$ cat config.mk
export PLATFORM = sky130hd
export DESIGN_NAME = srg_top
export DESIGN_NICKNAME = d
export VERILOG_FILES = /design/src/rtl/srg_pkg.sv /design/src/rtl/srg_sync.sv /design/src/rtl/srg_tick_src.sv /design/src/rtl/srg_clk_div.sv /design/src/rtl/srg_frame.sv /design/src/rtl/srg_top.sv
export SDC_FILE = /design/constraint.sdc
export NUM_CORES = 1
export LEC_CHECK = 0
export BUFFER_PORTS_ARGS = -buffer_cell sky130_fd_sc_hd__buf_2
export CORE_AREA = 10 10 73 88
export CTS_BUF_LIST = sky130_fd_sc_hd__clkbuf_8
export DETAILED_ROUTE_END_ITERATION = 10
export DIE_AREA = 0 0 83 98
export PLACE_DENSITY = 0.77
export SYNTH_ARGS = -nofsm -noshare
export SYNTH_HDL_FRONTEND = slang
export SYNTH_SLANG_ARGS = --single-unit
$ cat constraint.sdc
create_clock -name clk -period 2.78 [get_ports clk]
set_input_delay 0.834 -clock clk [delete_from_list [all_inputs] [get_ports clk]]
set_output_delay 0.834 -clock clk [all_outputs]
set_load 0.03 [all_outputs]
$ cat src/rtl/srg_pkg.sv
package srg_pkg;
  typedef enum logic {
    SRC_EXT = 1'b0,
    SRC_SYS = 1'b1
  } srg_src_e;

  // Number of flops on each asynchronous input before edge detection.
  localparam int unsigned SYNC_DEPTH = 2;
endpackage

$ cat src/rtl/srg_sync.sv
module srg_sync #(
  parameter int unsigned DEPTH = 2
) (
  input  logic clk,
  input  logic rst_n,
  input  logic async_in,
  output logic level,
  output logic rose,
  output logic fell
);
  logic [DEPTH-1:0] chain;
  logic             last;

  generate
    if (DEPTH == 1) begin : g_one
      always_ff @(posedge clk or negedge rst_n) begin
        if (!rst_n) chain <= '0;
        else        chain <= async_in;
      end
    end else begin : g_many
      always_ff @(posedge clk or negedge rst_n) begin
        if (!rst_n) chain <= '0;
        else        chain <= {chain[DEPTH-2:0], async_in};
      end
    end
  endgenerate

  always_ff @(posedge clk or negedge rst_n) begin
    if (!rst_n) last <= 1'b0;
    else        last <= chain[DEPTH-1];
  end

  assign level = chain[DEPTH-1];
  assign rose  = level & ~last;
  assign fell  = ~level & last;
endmodule

$ cat src/rtl/srg_tick_src.sv
module srg_tick_src
  import srg_pkg::*;
#(
  parameter int unsigned DEPTH = SYNC_DEPTH
) (
  input  logic clk,
  input  logic rst_n,
  input  logic src_sys,
  input  logic ext_fall,
  input  logic align_en,
  input  logic ext_clk_in,
  input  logic rx_fs_in,
  output logic tick,
  output logic restart
);
  logic ext_lvl, ext_rose, ext_fell;
  logic rx_lvl, rx_rose, rx_fell;
  logic ext_tick;

  srg_sync #(.DEPTH(DEPTH)) u_ext_sync (
    .clk(clk), .rst_n(rst_n), .async_in(ext_clk_in),
    .level(ext_lvl), .rose(ext_rose), .fell(ext_fell)
  );

  srg_sync #(.DEPTH(DEPTH)) u_rx_sync (
    .clk(clk), .rst_n(rst_n), .async_in(rx_fs_in),
    .level(rx_lvl), .rose(rx_rose), .fell(rx_fell)
  );

  assign ext_tick = ext_fall ? ext_fell : ext_rose;
  assign tick     = (srg_src_e'(src_sys) == SRC_SYS) ? 1'b1 : ext_tick;
  assign restart  = align_en & rx_rose;

  // an external tick always coincides with a change of the synchronised level.
  assert_ext_tick_edge_R4: assert property (@(posedge clk) disable iff (!rst_n)
    (!src_sys && tick) |-> (ext_lvl != $past(ext_lvl)));

  // no restart is ever raised with alignment off.
  assert_no_restart_R11: assert property (@(posedge clk) disable iff (!rst_n)
    restart |-> (align_en && rx_lvl && !$past(rx_lvl)));
endmodule

$ cat src/rtl/srg_clk_div.sv
module srg_clk_div #(
  parameter int unsigned DIV_W = 8
) (
  input  logic             clk,
  input  logic             rst_n,
  input  logic             en,
  input  logic             tick,
  input  logic             restart,
  input  logic [DIV_W-1:0] div_ratio,
  output logic             bclk,
  output logic             rise_p
);
  logic [DIV_W-1:0] cnt;
  logic             wrap;

  assign wrap = (cnt >= div_ratio);

  always_ff @(posedge clk or negedge rst_n) begin
    if (!rst_n) begin
      cnt    <= '0;
      bclk   <= 1'b0;
      rise_p <= 1'b0;
    end else if (!en || restart) begin
      cnt    <= '0;
      bclk   <= 1'b0;
      rise_p <= 1'b0;
    end else begin
      rise_p <= 1'b0;
      if (tick) begin
        if (wrap) begin
          cnt    <= '0;
          bclk   <= ~bclk;
          rise_p <= ~bclk;
        end else begin
          cnt <= cnt + 1'b1;
        end
      end
    end
  end

  // a disabled divider is cleared in the next cycle.
  assert_hold_clear_R3: assert property (@(posedge clk) disable iff (!rst_n)
    !en |=> (!bclk && cnt == '0));

  // a restart leaves the bit clock low with no pending rise.
  assert_restart_low_R10: assert property (@(posedge clk) disable iff (!rst_n)
    restart |=> (!bclk && !rise_p));

  // the bit clock moves only on a source tick, a restart or a disable.
  assert_toggle_cause_R2: assert property (@(posedge clk) disable iff (!rst_n)
    !$stable(bclk) |-> $past(tick || restart || !en));

  // the rise marker is only seen while the bit clock is high.
  assert_rise_high_R2: assert property (@(posedge clk) disable iff (!rst_n)
    rise_p |-> bclk);
endmodule

$ cat src/rtl/srg_frame.sv
module srg_frame #(
  parameter int unsigned WID_W = 8,
  parameter int unsigned PER_W = 12
) (
  input  logic             clk,
  input  logic             rst_n,
  input  logic             en,
  input  logic             restart,
  input  logic             rise_p,
  input  logic [WID_W-1:0] fs_width,
  input  logic [PER_W-1:0] fs_period,
  output logic             fs
);
  localparam int unsigned CMP_W = (WID_W > PER_W) ? WID_W : PER_W;

  logic [PER_W-1:0] fcnt;
  logic [PER_W-1:0] nxt;
  logic             started;

  always_comb begin
    if (!started || fcnt >= fs_period) nxt = '0;
    else                               nxt = fcnt + 1'b1;
  end

  always_ff @(posedge clk or negedge rst_n) begin
    if (!rst_n) begin
      fcnt    <= '0;
      started <= 1'b0;
      fs      <= 1'b0;
    end else if (!en || restart) begin
      fcnt    <= '0;
      started <= 1'b0;
      fs      <= 1'b0;
    end else if (rise_p) begin
      fcnt    <= nxt;
      started <= 1'b1;
      fs      <= (CMP_W'(nxt) <= CMP_W'(fs_width));
    end
  end

  // a disabled frame logic drives no pulse.
  assert_fs_off_R8: assert property (@(posedge clk) disable iff (!rst_n)
    !en |=> !fs);

  // the pulse opens only right after a bit-clock rising edge.
  assert_fs_open_R6: assert property (@(posedge clk) disable iff (!rst_n)
    $rose(fs) |-> $past(rise_p));

  // the frame position changes only on a bit-clock rising edge or a clear.
  assert_fcnt_step_R7: assert property (@(posedge clk) disable iff (!rst_n)
    !$stable(fcnt) |-> $past(rise_p || !en || restart));
endmodule

$ cat src/rtl/srg_top.sv
module srg_top
  import srg_pkg::*;
#(
  parameter int unsigned DIV_W = 8,
  parameter int unsigned WID_W = 8,
  parameter int unsigned PER_W = 12
) (
  input  logic             clk,
  input  logic             rst_n,
  input  logic             clk_gen_en,
  input  logic             frame_en,
  input  logic             src_sys,
  input  logic             ext_fall,
  input  logic             align_en,
  input  logic             tx_fs_gen,
  input  logic [DIV_W-1:0] div_ratio,
  input  logic [WID_W-1:0] fs_width,
  input  logic [PER_W-1:0] fs_period,
  input  logic             ext_clk_in,
  input  logic             rx_fs_in,
  input  logic             xfer_strobe,
  output logic             bclk_out,
  output logic             fs_out,
  output logic             tx_fs_out
);
  logic tick, restart, rise_p;

  srg_tick_src #(.DEPTH(SYNC_DEPTH)) u_src (
    .clk(clk), .rst_n(rst_n), .src_sys(src_sys), .ext_fall(ext_fall),
    .align_en(align_en), .ext_clk_in(ext_clk_in), .rx_fs_in(rx_fs_in),
    .tick(tick), .restart(restart)
  );

  srg_clk_div #(.DIV_W(DIV_W)) u_div (
    .clk(clk), .rst_n(rst_n), .en(clk_gen_en), .tick(tick),
    .restart(restart), .div_ratio(div_ratio),
    .bclk(bclk_out), .rise_p(rise_p)
  );

  srg_frame #(.WID_W(WID_W), .PER_W(PER_W)) u_frame (
    .clk(clk), .rst_n(rst_n), .en(frame_en), .restart(restart),
    .rise_p(rise_p), .fs_width(fs_width), .fs_period(fs_period),
    .fs(fs_out)
  );

  assign tx_fs_out = tx_fs_gen ? fs_out : xfer_strobe;
endmodule

# Word-level counts from Yosys, hierarchy flattened
# Index checks and enable logic that the tools add are counted.
[word_totals]
input_bits = 39
ff_bits = 30
output_inout_bits = 3
wordCells = 52
[classes]
order_cmp = 3
bitwise = 8
reduce_logical = 10
addsub = 2
muxes = 19
[op_table]
columns = ["operator", "n"]
rows = [
  ["12-bit 2-to-1 mux", 3],
  ["8-bit 2-to-1 mux", 3],
  ["1-bit 2-to-1 mux", 13],
  ["12-bit by 1-bit adder with 12-bit output, second input constant", 1],
  ["12-bit greater-or-equal comparator", 1],
  ["12-bit by 8-bit less-or-equal comparator with 1-bit output", 1],
  ["8-bit by 1-bit adder with 8-bit output, second input constant", 1],
  ["8-bit greater-or-equal comparator", 1],
  ["2-bit nonzero test", 3],
  ["1-bit bitwise AND", 4],
  ["1-bit inverter", 4],
  ["1-bit zero test", 3],
  ["1-bit logical OR", 3],
  ["2-bit AND reduction", 1],
]

# Logic depth before layout (Yosys ltp)
# Gate-level depths: netlist (run 1).
[logic_depth]
ltp_word = 6
ltp_mapped = 13
depth_no_buf = 12

# By module
# From an unflattened synthesis (run 1), not the netlist that was laid out.
[hier_totals]
cells_unflattened = 260
area_unflattened_um2 = 2257.2
[by_module_without_submodules]
columns = ["module", "seq_area_each_um2", "area_per_inst_um2", "n_inst", "cells_each"]
rows = [
  ["srg_frame", 350.3, 1358.8, 1, 168],
  ["srg_clk_div", 250.2, 681.9, 1, 78],
  ["srg_sync", 75.1, 90.1, 2, 5],
  ["srg_tick_src", 0.0, 21.3, 1, 3],
  ["srg_top", 0.0, 15.0, 1, 1],
]

# Worst setup path before layout (run 1)
# OpenSTA, ideal clock, no wires.
[synth_path]
path_type = "input -> register"
from = "in fs_period[11]"
to = "reg u_frame.fs"
arrival_ps = 3167
setup_slack_ps = -509
path_buffers = 1
setup_time_ps = 122
path_stages = 13
required_time_ps = 2658
path_cell_list = "inv_1 ha_1 nand4_1 o21ai_0 or3_2 buf_6 nor3_1 ha_1 and4_1 o2bb2ai_1 a31oi_1 nor3_1 a32o_1"
[synth_via]
elab_chain_cells = 6
[synth_rtl]
columns = ["element", "line", "source"]
rows = [
  ["start, declared", "srg_top.sv:18", "input logic [PER_W-1:0] fs_period,"],
  ["12-bit greater-or-equal comparator", "srg_frame.sv:21", "if (!started || fcnt >= fs_period) nxt = '0;"],
  ["1-bit logical OR", "srg_frame.sv:21", ""],
  ["12-bit 2-to-1 mux", "srg_frame.sv:21", ""],
  ["12-bit by 8-bit less-or-equal comparator with 1-bit output", "srg_frame.sv:37", "fs <= (CMP_W'(nxt) <= CMP_W'(fs_width));"],
  ["1-bit 2-to-1 mux", "srg_frame.sv:34", "end else if (rise_p) begin"],
  ["1-bit 2-to-1 mux", "srg_frame.sv:30", "end else if (!en || restart) begin"],
  ["end signal, assigned", "srg_frame.sv:37", ""],
  ["end, declared", "srg_frame.sv:12", "output logic fs"],
]
# No other way between the ends. The select of a mux whose other input is x is not followed.
# A chain may end at the register's enable or synchronous reset.

# Worst setup path in the final report (run 1)
[layout_path]
from = "in fs_period[8]"
to = "reg u_frame.fs"
# Same word-level chain as after synthesis.

==> results_dict.tcl, run 1 <==
set metrics [dict create \
    postSynthNetCount 351 \
    yosys_warnings 0 \
    cellLeakagePower_nw 1.521 \
    finish.net_count 410 \
    detail_route.wirelength_mm 5.832 \
    antenna_cells 0 \
    sum_of_negative_setup_slack_ps -114.3 \
    timing.max_slew.rel_slack_pct 56.28 \
    drt_iter0_drc 95 \
    worst_path_max_delay_cell "sky130_fd_sc_hd__or3_4" \
    antenna_found_initial 0 \
    netlist_area_mm2 0.002444 \
    hold-path-cell-count 0 \
    hold_path_end "u_src.u_rx_sync.chain[1]" \
    post-layout-total-power_w 0.0009384 \
    detailroute.wirelength.met2_mm 2.974 \
    synth.ff_latch_count 30 \
    violations_in_the_final_reports "negative setup slack" \
    clock_skew_ps 9.444 \
    vias 2253 \
    worst_slack_ps -114.3 \
    htree_num_levels 2 \
    cts.sinks 30 \
    drt.antenna.violating_nets 0 \
    hold_class "flip-flop to flip-flop" \
    synth_edf_count 0 \
    dieWidth_um 83 \
    cts-root-to-sink-buffers 2 \
    yosysTopAreaCellShare_pct 30.72 \
    vias_in_the_first_global_route 2273 \
    tritoncts "built" \
    run_status "complete, but fails checks" \
    wl_met1_mm 2.582 \
    cts.root.buffer_cell "sky130_fd_sc_hd__clkbuf_8" \
    post_drt_wl_per_cell_um 14.51 \
    grt_first_pass_wirelength_mm 9.929 \
    dpl_cell_area_mm2 0.002954 \
    synth_area_leaders "sky130_fd_sc_hd__dfrtp_1, sky130_fd_sc_hd__ha_1, sky130_fd_sc_hd__inv_1" \
    fillCellCount 431 \
    floorplan.die.height_um 98 \
    layout-area-overhead-vs-synth_pct 26.52 \
    clk_pin_slew_ps 70 \
    die_area_mm2 0.008134 \
    timing.hold.ws_ps 347.3 \
    core_area_mm2 0.004765 \
    path_class "input port to flip-flop" \
    timing_limited_maximum_frequency_mhz 345.5 \
    detail_route.first_pass.iterations 4 \
    end_kind "flip-flop" \
    worst_hold_startpoint "u_src.u_rx_sync.chain[0]" \
    core.rowCount 28 \
    max-cap-violations 0 \
    grt_max_degree 31 \
    largest_driver_fanout_on_the_critical_path 7 \
    worst_slew_pin_slew_ps 655.9 \
    rsz0062_at_grt "true" \
    layout_worst_path_cycle_share_pct 104.1 \
    drive_gt1_share_pct 30.70 \
    timing.final.max_slew_violations 0 \
    cp.required_ps 3010 \
    endpoint_of_the_worst_register_to_register_path "u_frame.fs" \
    reg2reg_setup_slack_ps 80 \
    met3_wirelength_um 199 \
    path_delay_family "simple AND/OR/NAND/NOR gates" \
    cp_cell_sequence "buf_6, inv_4, ha_4, nand4_1, buf_4, nor3_2, or3_4, nor3_2, ha_1, a211o_1, a21oi_2, a31oi_1, nor3_1, a32o_1" \
    path_common_cell "sky130_fd_sc_hd__nor3_2" \
    power.ir.vdd_worst_v 0.0002572 \
    detailed_placement_hpwl_mm 4.670 \
    synth_sequential_area_ratio_pct 30.72 \
    count_of_unique_library_cells_instantiated_by_yosys 54 \
    pwr_density_cell_mw_per_mm2 303.5 \
    drc_errors 0 \
    slowest_delay_ps 450 \
    place_congestion 0.8893 \
    ys_dominant_reg_cell "sky130_fd_sc_hd__dfrtp_1" \
    final_hold_violation_count 0 \
    highest-signal-layer "met4" \
    portBuffers 41 \
    cp-start-kind "input port" \
    globalRouteTotalUtil_pct 14.10 \
    floorplan.initialDensity_pct 51.29 \
    report.final.setup_viol 1 \
    routed_via_density 5.604 \
    timing.critical_path.buf_inv 3 \
    floorplan.io_pins 42 \
    synth_largest_area_cell "sky130_fd_sc_hd__dfrtp_1" \
    fin_area_mm2 0.003092 \
    syn_inst 282 \
    cts_made_buffers 5 \
    synth.avg_cell_area_um2 8.665 \
    final.min_clock_period_ps 2894 \
    global_route.overflow_total 0 \
    ctsHoldBuffers 0 \
    worst_ep_arrival_time_ps 3120 \
    clkLatencyLatePin_ps 290 \
    r2r_start "u_frame.fcnt[11]" \
    async_reset_ff_share_pct 100.0 \
    ff2ff_path_depth 12 \
]
-- metrics by stage --
step | cells | util [%] | setup slack [ps]
4_1_cts | 402 | 64.81 | -128.9
3_3_place_gp | 393 | 62.00 | -487.1
5_1_grt | 402 | 64.89 | -275.6
3_5_place_dp | 393 | 62.00 | -530.2
2_1_floorplan | 282 | - | -276.2
6_report | 402 | 64.89 | -114.3
-- repair_timing --
| item | in CTS | in global routing |
|---|---|---|
| endpoints found under the setup margin | 1 | 1 |
| pin swaps | 8 | 0 |
| setup buffers | 1 | 0 |
| hold endpoints to repair | 0 | 0 |
| gates resized for setup | 7 | 1 |
-- Yosys cell counts, types with 2 or more instances --
| cell | n |
|---|---|
| sky130_fd_sc_hd__nand4_1 | 7 |
| sky130_fd_sc_hd__nor3_1 | 11 |
| sky130_fd_sc_hd__clkbuf_1 | 5 |
| sky130_fd_sc_hd__o2111ai_1 | 6 |
| sky130_fd_sc_hd__xor2_1 | 8 |
| sky130_fd_sc_hd__nor4_1 | 8 |
| sky130_fd_sc_hd__or3_1 | 3 |
| sky130_fd_sc_hd__a211oi_1 | 2 |
| sky130_fd_sc_hd__buf_2 | 2 |
| sky130_fd_sc_hd__o21ai_0 | 14 |
| sky130_fd_sc_hd__a32oi_1 | 2 |
| sky130_fd_sc_hd__buf_6 | 3 |
| sky130_fd_sc_hd__xnor2_1 | 3 |
| sky130_fd_sc_hd__nand2_1 | 24 |
| sky130_fd_sc_hd__a21oi_1 | 12 |
| sky130_fd_sc_hd__and4_1 | 5 |
| sky130_fd_sc_hd__nor2_1 | 14 |
| sky130_fd_sc_hd__inv_1 | 27 |
| sky130_fd_sc_hd__nor3b_1 | 4 |
| sky130_fd_sc_hd__nand2b_1 | 3 |
| sky130_fd_sc_hd__and3_1 | 11 |
| sky130_fd_sc_hd__nand3_1 | 8 |
| sky130_fd_sc_hd__and2_2 | 3 |
| sky130_fd_sc_hd__dfrtp_1 | 30 |
| sky130_fd_sc_hd__nor2b_1 | 4 |
| sky130_fd_sc_hd__o211ai_1 | 6 |
| sky130_fd_sc_hd__ha_1 | 30 |
-- layer usage --
layer | vias up | global-route usage, %
met5 | - | 0
met2 | 48 | 25.24
li1 | 1143 | -
met3 | 7 | 3.242
met1 | 1055 | 15.99
met4 | 0 | 4.593
-- layout make-up --
cell class                      count  area, um^2  share of cell area (%)
Sequential cell                    30       750.7                   24.28
Clock inverter                      2       8.758                  0.2833
Clock buffer                        6       82.58                   2.671
Inverter                           28       120.1                   3.885
Timing Repair Buffer               65       410.4                   13.27
Tap cell                           60       75.07                   2.428
Multi-Input combinational cell    211        1644                   53.18
-- where the power goes --
| group | switching (W) | leakage [nW] | total (W) | internal (W) |
|---|---|---|---|---|
| clock network | 0.000170 | 0.0524 | 0.000366 | 0.000196 |
| logic | 0.0000678 | 1.06 | 0.000123 | 0.0000555 |
| registers | 0.00000514 | 0.404 | 0.000449 | 0.000444 |
-- flip-flops by register name, summed over array words and instances, names as in the netlist --
| name | flops |
|---|---|
| u_src.u_rx_sync.last | 1 |
| u_frame.started | 1 |
| u_div.rise_p | 1 |
| u_src.u_ext_sync.chain | 2 |
| u_src.u_ext_sync.last | 1 |
| u_frame.fs | 1 |
| u_src.u_rx_sync.chain | 2 |
| u_frame.fcnt | 12 |
| u_div.cnt | 8 |
| u_div.bclk | 1 |
-- logic make-up after synthesis --
logic type                 share of synthesized area (%)
adders and majority gates                          15.36
AOI/OAI and AO/OA                                  15.21
xor gates and xnor gates                           3.943
buffers and inverters                              7.732
DFF                                                30.72
muxes                                             0.8704
and+or+nand+nor                                    26.17
-- layout by cell type (no fill, tap or decap), drive strengths merged, types with 2 or more instances in the layout --
master / count
a21oi: 12
o211ai: 6
ha: 30
o21ai: 14
or3: 4
nor2: 14
a32oi: 2
nor2b: 4
nand2: 24
nand3: 8
a211oi: 3
dfrtp: 30
nand4: 8
clkinv: 2
nor3b: 4
buf: 65
o2111ai: 6
xnor2: 3
nor3: 11
and4: 5
and3: 12
a31o: 2
nand2b: 3
xor2: 8
and2: 4
nor4: 8
inv: 28
clkbuf: 6
-- worst max path at each step --
stage                            start  cells past startpoint         end  slack, ps
after floorplan           fs_period[9]                     13  u_frame.fs       -280
after global placement    fs_period[9]                     13  u_frame.fs       -490
after detailed placement  fs_period[9]                     14  u_frame.fs       -530
after CTS                 fs_period[8]                     14  u_frame.fs       -130
after global routing      fs_period[8]                     14  u_frame.fs       -280
final                     fs_period[8]                     14  u_frame.fs       -110
Note: power is estimated with default switching activity, not from simulation.
==> run 2: changes to the inputs <==
--- a/config.mk
+++ b/config.mk
@@ -5,12 +5,14 @@
 export SDC_FILE = /design/constraint.sdc
 export NUM_CORES = 1
 export LEC_CHECK = 0
+export ABC_AREA = 1
 export BUFFER_PORTS_ARGS = -buffer_cell sky130_fd_sc_hd__buf_2
-export CORE_AREA = 10 10 73 88
+export CAP_MARGIN = 5
+export CORE_AREA = 5 5 67 81
 export CTS_BUF_LIST = sky130_fd_sc_hd__clkbuf_8
 export DETAILED_ROUTE_END_ITERATION = 10
-export DIE_AREA = 0 0 83 98
-export PLACE_DENSITY = 0.77
+export DIE_AREA = 0 0 72 86
+export PLACE_DENSITY = 0.76
 export SYNTH_ARGS = -nofsm -noshare
 export SYNTH_HDL_FRONTEND = slang
 export SYNTH_SLANG_ARGS = --single-unit
==> results_dict.tcl, run 2 <==
set metrics [dict create \
    timing.critical_path.buf_inv 4 \
    synth.avg_cell_area_um2 7.295 \
    floorplan.die.height_um 86 \
    timing.hold.ws_ps 355.1 \
    power.ir.vdd_worst_v 0.0003334 \
    path_common_cell "sky130_fd_sc_hd__nand2_1" \
    die_area_mm2 0.006192 \
    worst_path_max_delay_cell "sky130_fd_sc_hd__ha_4" \
    cts_made_buffers 5 \
    sum_of_negative_setup_slack_ps -52.67 \
    cts.root.buffer_cell "sky130_fd_sc_hd__clkbuf_8" \
    cp_cell_sequence "buf_2, inv_2, ha_4, nand2_2, nor2_4, nand2_1, nor2_1, nand2_1, nand2_2, clkinv_4, nand3_2, inv_2, ha_4, a21oi_2, nor2_2, nor2_2, nand2_1, nand2_1, nand2_1, nor2_2, nand4_1, nand2_1" \
    gr-usage-met1_pct 18.02 \
    top_register_by_number_of_flip_flops "u_frame.fcnt" \
    finish.net_count 441 \
    globalRouteTotalUtil_pct 17.45 \
    worst_slack_ps -52.67 \
    pwr_density_cell_mw_per_mm2 340.2 \
    r2r_start "u_frame.fcnt[10]" \
    endpoint_of_the_worst_register_to_register_path "u_frame.fs" \
    grt_util_met3_pct 3.165 \
    core_area_mm2 0.004527 \
    grt_first_pass_wirelength_mm 8.728 \
    vias 2194 \
    portBuffers 41 \
    detail_route.wirelength_mm 5.668 \
    timing.final.max_slew_violations 0 \
    hold_class "flip-flop to flip-flop" \
    global_route.overflow_total 0 \
    synth.ff_latch_count 30 \
    rsz0062_at_grt "true" \
    ys_dominant_reg_cell "sky130_fd_sc_hd__dfrtp_1" \
    detail_route.first_pass.iterations 4 \
    layout_worst_path_cycle_share_pct 101.9 \
    antenna_found_initial 0 \
    htree_num_levels 2 \
    busiest_layer "met2" \
    largest_driver_fanout_on_the_critical_path 7 \
    clk_pin_slew_ps 60 \
    floorplan.initialDensity_pct 50.44 \
    groute.layer.met2.usage_pct 33.28 \
    drive_gt1_share_pct 30.29 \
    final_hold_violation_count 0 \
    cp-start-kind "input port" \
    synth_largest_area_cell "sky130_fd_sc_hd__dfrtp_1" \
    synth_area_leaders "sky130_fd_sc_hd__dfrtp_1, sky130_fd_sc_hd__ha_1, sky130_fd_sc_hd__nand2_1" \
    yosys_warnings 0 \
    layout_commonest_cell "sky130_fd_sc_hd__nand2_1" \
    final.min_clock_period_ps 2833 \
    drc_errors 0 \
    largest_register_ffs 12 \
    clock_skew_ps 11.34 \
    synth_most_common_cell "sky130_fd_sc_hd__nand2_1" \
    timing.max_slew.rel_slack_pct 55.06 \
    cellLeakagePower_nw 1.623 \
    place_congestion 0.8663 \
    cts.sinks 30 \
    synth_sequential_area_ratio_pct 32.88 \
    run_status "complete, but fails checks" \
    vias_in_the_first_global_route 2206 \
    async_reset_ff_share_pct 100.0 \
    floorplan.io_pins 42 \
    worstSetupEndpoint "u_frame.fs" \
    slowest_delay_ps 250 \
    cts-root-to-sink-buffers 2 \
    crit_cells 22 \
    dieWidth_um 72 \
    post_drt_wl_per_cell_um 13.15 \
    reg2reg_setup_slack_ps 120 \
    tritoncts "built" \
    antenna_cells 0 \
    worst_ep_arrival_time_ps 3050 \
    grt_max_degree 31 \
    cp.required_ps 3000 \
    drt.antenna.violating_nets 0 \
    yosys-top-cells-count "sky130_fd_sc_hd__nand2_1, sky130_fd_sc_hd__inv_1, sky130_fd_sc_hd__dfrtp_1, sky130_fd_sc_hd__ha_1, sky130_fd_sc_hd__nor2_1" \
    routed_via_density 5.090 \
    max-cap-violations 0 \
    count_of_unique_library_cells_instantiated_by_yosys 27 \
    syn_inst 313 \
    netlist_area_mm2 0.002283 \
    path_class "input port to flip-flop" \
    timing_limited_maximum_frequency_mhz 353.0 \
    report.final.setup_viol 1 \
    postSynthNetCount 382 \
    reg.largest.list "u_frame.fcnt (12), u_div.cnt (8)" \
    violations_in_the_final_reports "negative setup slack" \
    core.rowCount 27 \
    end_kind "flip-flop" \
    detailed_placement_hpwl_mm 4.056 \
    ctsHoldBuffers 0 \
    yosysTopAreaCellShare_pct 32.88 \
    synth_edf_count 0 \
    layout-area-overhead-vs-synth_pct 30.25 \
    path_delay_family "simple AND/OR/NAND/NOR gates" \
    drt_iter0_drc 83 \
    start_point_of_the_critical_path "fs_period[10]" \
    clkLatencyLatePin_ps 290 \
    ff2ff_path_depth 20 \
    layout.cells.most_common_list "sky130_fd_sc_hd__nand2_1, sky130_fd_sc_hd__inv_1, sky130_fd_sc_hd__buf_2, sky130_fd_sc_hd__dfrtp_1" \
    worst_slew_pin_slew_ps 674.2 \
]
==> run 2: cell types whose count changed after synthesis, sizes merged, moves of 7 or more <==
cell	previous run	this run
and3	12	0
inv	27	74
nand2	24	77
nand3	8	15
nor2	14	30
nor3	11	2
nor4	8	0
o22ai	0	7
==> run 2: worst min path at each step <==
stage                                      to  depth (start not counted)  slack [ps]                 startpoint
floorplan           u_src.u_ext_sync.chain[1]                          0         330  u_src.u_ext_sync.chain[0]
global placement    u_src.u_ext_sync.chain[1]                          0         340  u_src.u_ext_sync.chain[0]
detailed placement  u_src.u_ext_sync.chain[1]                          0         350  u_src.u_ext_sync.chain[0]
CTS                 u_src.u_ext_sync.chain[1]                          0         360  u_src.u_ext_sync.chain[0]
global route        u_src.u_ext_sync.chain[1]                          0         380  u_src.u_ext_sync.chain[0]
finish              u_src.u_ext_sync.chain[1]                          0         360  u_src.u_ext_sync.chain[0]
==> run 2: cells by family after synthesis <==
| logic type | synth area share, % |
|---|---|
| multiplexers | 0.4931 |
| XOR/XNOR | 3.836 |
| flip-flops | 32.88 |
| buffers and inverters | 12.55 |
| AND/OR/NAND/NOR | 25.92 |
| AO/OA/AOI/OAI | 7.890 |
| adder cells (fa/ha/maj) | 16.44 |
==> run 2: power breakdown <==
part	internal [W]	switching (W)
clock network	0.000263	0.000172
registers	0.000445	0.00000598
logic	0.0000524	0.0000729
==> run 2: stage by stage <==
step	instances	power, W	setup WS [ps]	utilization [%]	instance area, um^2
after global placement	419	0.0005641	-279.8	57.79	2616
after floorplan	313	0.0005164	36.43	-	2283
final	431	0.001012	-52.67	65.70	2974
after CTS	428	0.001008	30.63	60.78	2751
after detailed placement	419	0.0005694	-339.6	57.79	2616
after global routing	431	0.001060	-246.9	65.70	2974
==> run 2: metal layers <==
layer	vias up	wire, um
met2	54	3075
met3	15	234
met1	1030	2235
li1	1095	-
met4	0	122
met5	-	0
==> run 2: repair_timing <==
| action | CTS | global route |
|---|---|---|
| buffers inserted | 1 | 3 |
| setup endpoints to repair | 1 | 1 |
| pin swaps | 2 | 18 |
| resized for setup | 6 | 38 |
==> run 2: cell type report <==
| type | count | area (um^2) |
|---|---|---|
| clock buffers | 5 | 68.82 |
| clock inverters | 3 | 40.04 |
| fillers | 416 | 1553 |
| inverters | 75 | 286.5 |
| multi-input cells | 207 | 1460 |
| flip-flops and latches | 30 | 750.7 |
| well taps | 58 | 72.57 |
| repair buffers | 53 | 295.3 |
==> run 2: worst reg2reg max path, delay by kind of cell (launching register included) <==
family | cells | cell delay (ps)
fa+ha+maj | 2 | 510
flops | 1 | 460
buf+inv | 2 | 190
compound gates | 1 | 140
simple gates | 15 | 1300
==> run 3: changes to the inputs <==
--- a/config.mk
+++ b/config.mk
@@ -6,7 +6,7 @@
 export NUM_CORES = 1
 export LEC_CHECK = 0
 export ABC_AREA = 1
-export BUFFER_PORTS_ARGS = -buffer_cell sky130_fd_sc_hd__buf_2
+export BUFFER_PORTS_ARGS = -buffer_cell sky130_fd_sc_hd__buf_4
 export CAP_MARGIN = 5
 export CORE_AREA = 5 5 67 81
 export CTS_BUF_LIST = sky130_fd_sc_hd__clkbuf_8
==> results_dict.tcl, run 3 (synthesis results as in run 2) <==
set metrics [dict create \
    cp-start-kind "input port" \
    layout_worst_path_cycle_share_pct 97.12 \
    worst_slack_ps 80.00 \
    cts_made_buffers 5 \
    detail_route.first_pass.iterations 7 \
    cp.required_ps 3010 \
    cts.root.buffer_cell "sky130_fd_sc_hd__clkbuf_8" \
    globalRouteTotalUtil_pct 17.64 \
    post_drt_wl_per_cell_um 12.44 \
    share_comb_of_total_power_pct 14.7 \
    vias 2149 \
    tritoncts "built" \
    core.rowCount 27 \
    final.min_clock_period_ps 2700 \
    multiInputGateArea_mm2 0.001434 \
    portBuffers 41 \
    area.sequential_um2 750.7 \
    power.ir.vdd_worst_v 0.0003415 \
    timing.hold.ws_ps 348.7 \
    final_cells 431 \
    power.share.sequential_pct 47.5 \
    layout_commonest_cell "sky130_fd_sc_hd__nand2_1" \
    hold_class "flip-flop to flip-flop" \
    drive_gt1_share_pct 28.42 \
    largest_driver_fanout_on_the_critical_path 4 \
    layout.cells.most_common_list "sky130_fd_sc_hd__nand2_1, sky130_fd_sc_hd__inv_1, sky130_fd_sc_hd__buf_4, sky130_fd_sc_hd__dfrtp_1, sky130_fd_sc_hd__ha_1" \
    vias_in_the_first_global_route 2060 \
    htree_num_levels 2 \
    global_route.overflow_total 0 \
    run_status "finished, final reports clean" \
    antenna_found_initial 0 \
    pwr_density_cell_mw_per_mm2 312.8 \
    report.final.setup_viol 0 \
    layout-area-overhead-vs-synth_pct 32.82 \
    fillCellCount 386 \
    drt_iter0_drc 101 \
    worst_slew_pin_slew_ps 408.6 \
    dieWidth_um 72 \
    detailed_placement_hpwl_mm 3.974 \
    rsz0062_at_grt "true" \
    largest_register_ffs 12 \
    detail_route.wirelength_mm 5.363 \
    routed_via_density 4.986 \
    floorplan.initialDensity_pct 50.44 \
    grt_max_degree 31 \
    floorplan.io_pins 42 \
    top_register_by_number_of_flip_flops "u_frame.fcnt" \
    end_kind "flip-flop" \
    finish.net_count 441 \
    power_switching_w 0.0002411 \
    drc_errors 0 \
    grt_first_pass_wirelength_mm 8.562 \
    switching_share_pct 25.41 \
    die_area_mm2 0.006192 \
    timing_limited_maximum_frequency_mhz 370.4 \
    dpl_worst_slack_ps -351.9 \
    p_int_w 0.0007077 \
    antenna_cells 0 \
    floorplan.die.height_um 86 \
    drt.antenna.violating_nets 0 \
    final_hold_violation_count 0 \
    place_congestion 0.8880 \
    path_class "input port to flip-flop" \
    cts-root-to-sink-buffers 2 \
    power.clock.fraction_pct 37.9 \
    max-cap-violations 0 \
    core_area_mm2 0.004527 \
    clkLatencyLatePin_ps 280 \
    timing.max_slew.rel_slack_pct 72.66 \
    reg.largest.list "u_frame.fcnt (12), u_div.cnt (8)" \
    worst_ep_arrival_time_ps 2930 \
    placedCellCount 420 \
    clk_pin_slew_ps 70 \
    cts.sinks 30 \
    ctsHoldBuffers 0 \
    clock_skew_ps 6.105 \
    cellLeakagePower_nw 1.657 \
    timing.final.max_slew_violations 0 \
]
run 3: changes by cell type in the layout (fill, tap and decap cells not counted), sizes merged:
cell	before	now
bufinv	1	0
clkbuf	5	6
clkinv	4	3
inv	73	74
run 3: cell type report:
| class | count | area share (%) |
|---|---|---|
| multi-input combinational | 207 | 47.28 |
| inverter | 75 | 9.447 |
| clock buffer | 6 | 2.723 |
| sequential | 30 | 24.75 |
| tap | 58 | 2.393 |
| clock inverter | 2 | 0.2888 |
| timing repair buffer | 53 | 13.12 |
run 3: path summary, 6_finish.rpt:
kind	start	endpoint	slack (ps)	cells after the start
worst min-delay path	u_src.u_ext_sync.chain[0]	u_src.u_ext_sync.chain[1]	350	0
max in group asynchronous	rst_n	u_frame.started	2020	1
worst max register to register	u_frame.fcnt[10]	u_frame.fs	260	20
worst max-delay path	fs_period[7]	u_frame.fs	80	19
worst min register to register	u_src.u_ext_sync.chain[0]	u_src.u_ext_sync.chain[1]	350	0
min in group asynchronous	rst_n	u_frame.fcnt[2]	480	1
run 3: through the flow:
step | total power [W] | area (um^2) | TNS [ps] | util, %
floorplan | 0.0005164 | 2283 | 0 | -
global placement | 0.0005796 | 2726 | -331.6 | 60.23
detailed placement | 0.0005849 | 2726 | -351.9 | 60.23
CTS | 0.0009432 | 2831 | 0 | 62.55
global route | 0.001001 | 3033 | -108.2 | 67.00
finish | 0.0009488 | 3033 | 0 | 67.00
run 3: worst max-delay path, stage by stage:
cell and delay (ps):
sky130_fd_sc_hd__buf_4 70, sky130_fd_sc_hd__inv_1 30, sky130_fd_sc_hd__ha_1 290, sky130_fd_sc_hd__a21oi_1 160
sky130_fd_sc_hd__nand2_1 80, sky130_fd_sc_hd__a21oi_2 130, sky130_fd_sc_hd__nand2_2 100, sky130_fd_sc_hd__or2_1 260
sky130_fd_sc_hd__inv_2 70, sky130_fd_sc_hd__ha_1 230, sky130_fd_sc_hd__nand2_2 100, sky130_fd_sc_hd__nor2_2 50
sky130_fd_sc_hd__nor2_2 110, sky130_fd_sc_hd__nand2_1 70, sky130_fd_sc_hd__nand2_1 60, sky130_fd_sc_hd__nand2_1 60
sky130_fd_sc_hd__nor2_2 80, sky130_fd_sc_hd__nand4_1 70, sky130_fd_sc_hd__nand2_1 70
run 3: metal layers:
layer | part of all wire [%] | global-route usage (%)
met5 | 0 | 0
met4 | 2.3 | 8.376
met3 | 4.8 | 3.869
met2 | 54 | 31.44
met1 | 39 | 19.64
run 3: timing repair:
action,CTS,global route
pin swaps,2,23
buffers inserted,0,3
setup endpoints to repair,1,1
gates resized for setup,5,34
run 3: power by group through the flow:
stage	Sequential (W)	Combinational [W]	Clock, W
floorplan	0.000457	0.0000592	0
global placement	0.000458	0.000121	0
detailed placement	0.000458	0.000127	0
CTS	0.000450	0.000128	0.000365
global route	0.000452	0.000158	0.000392
finish	0.000450	0.000139	0.000359
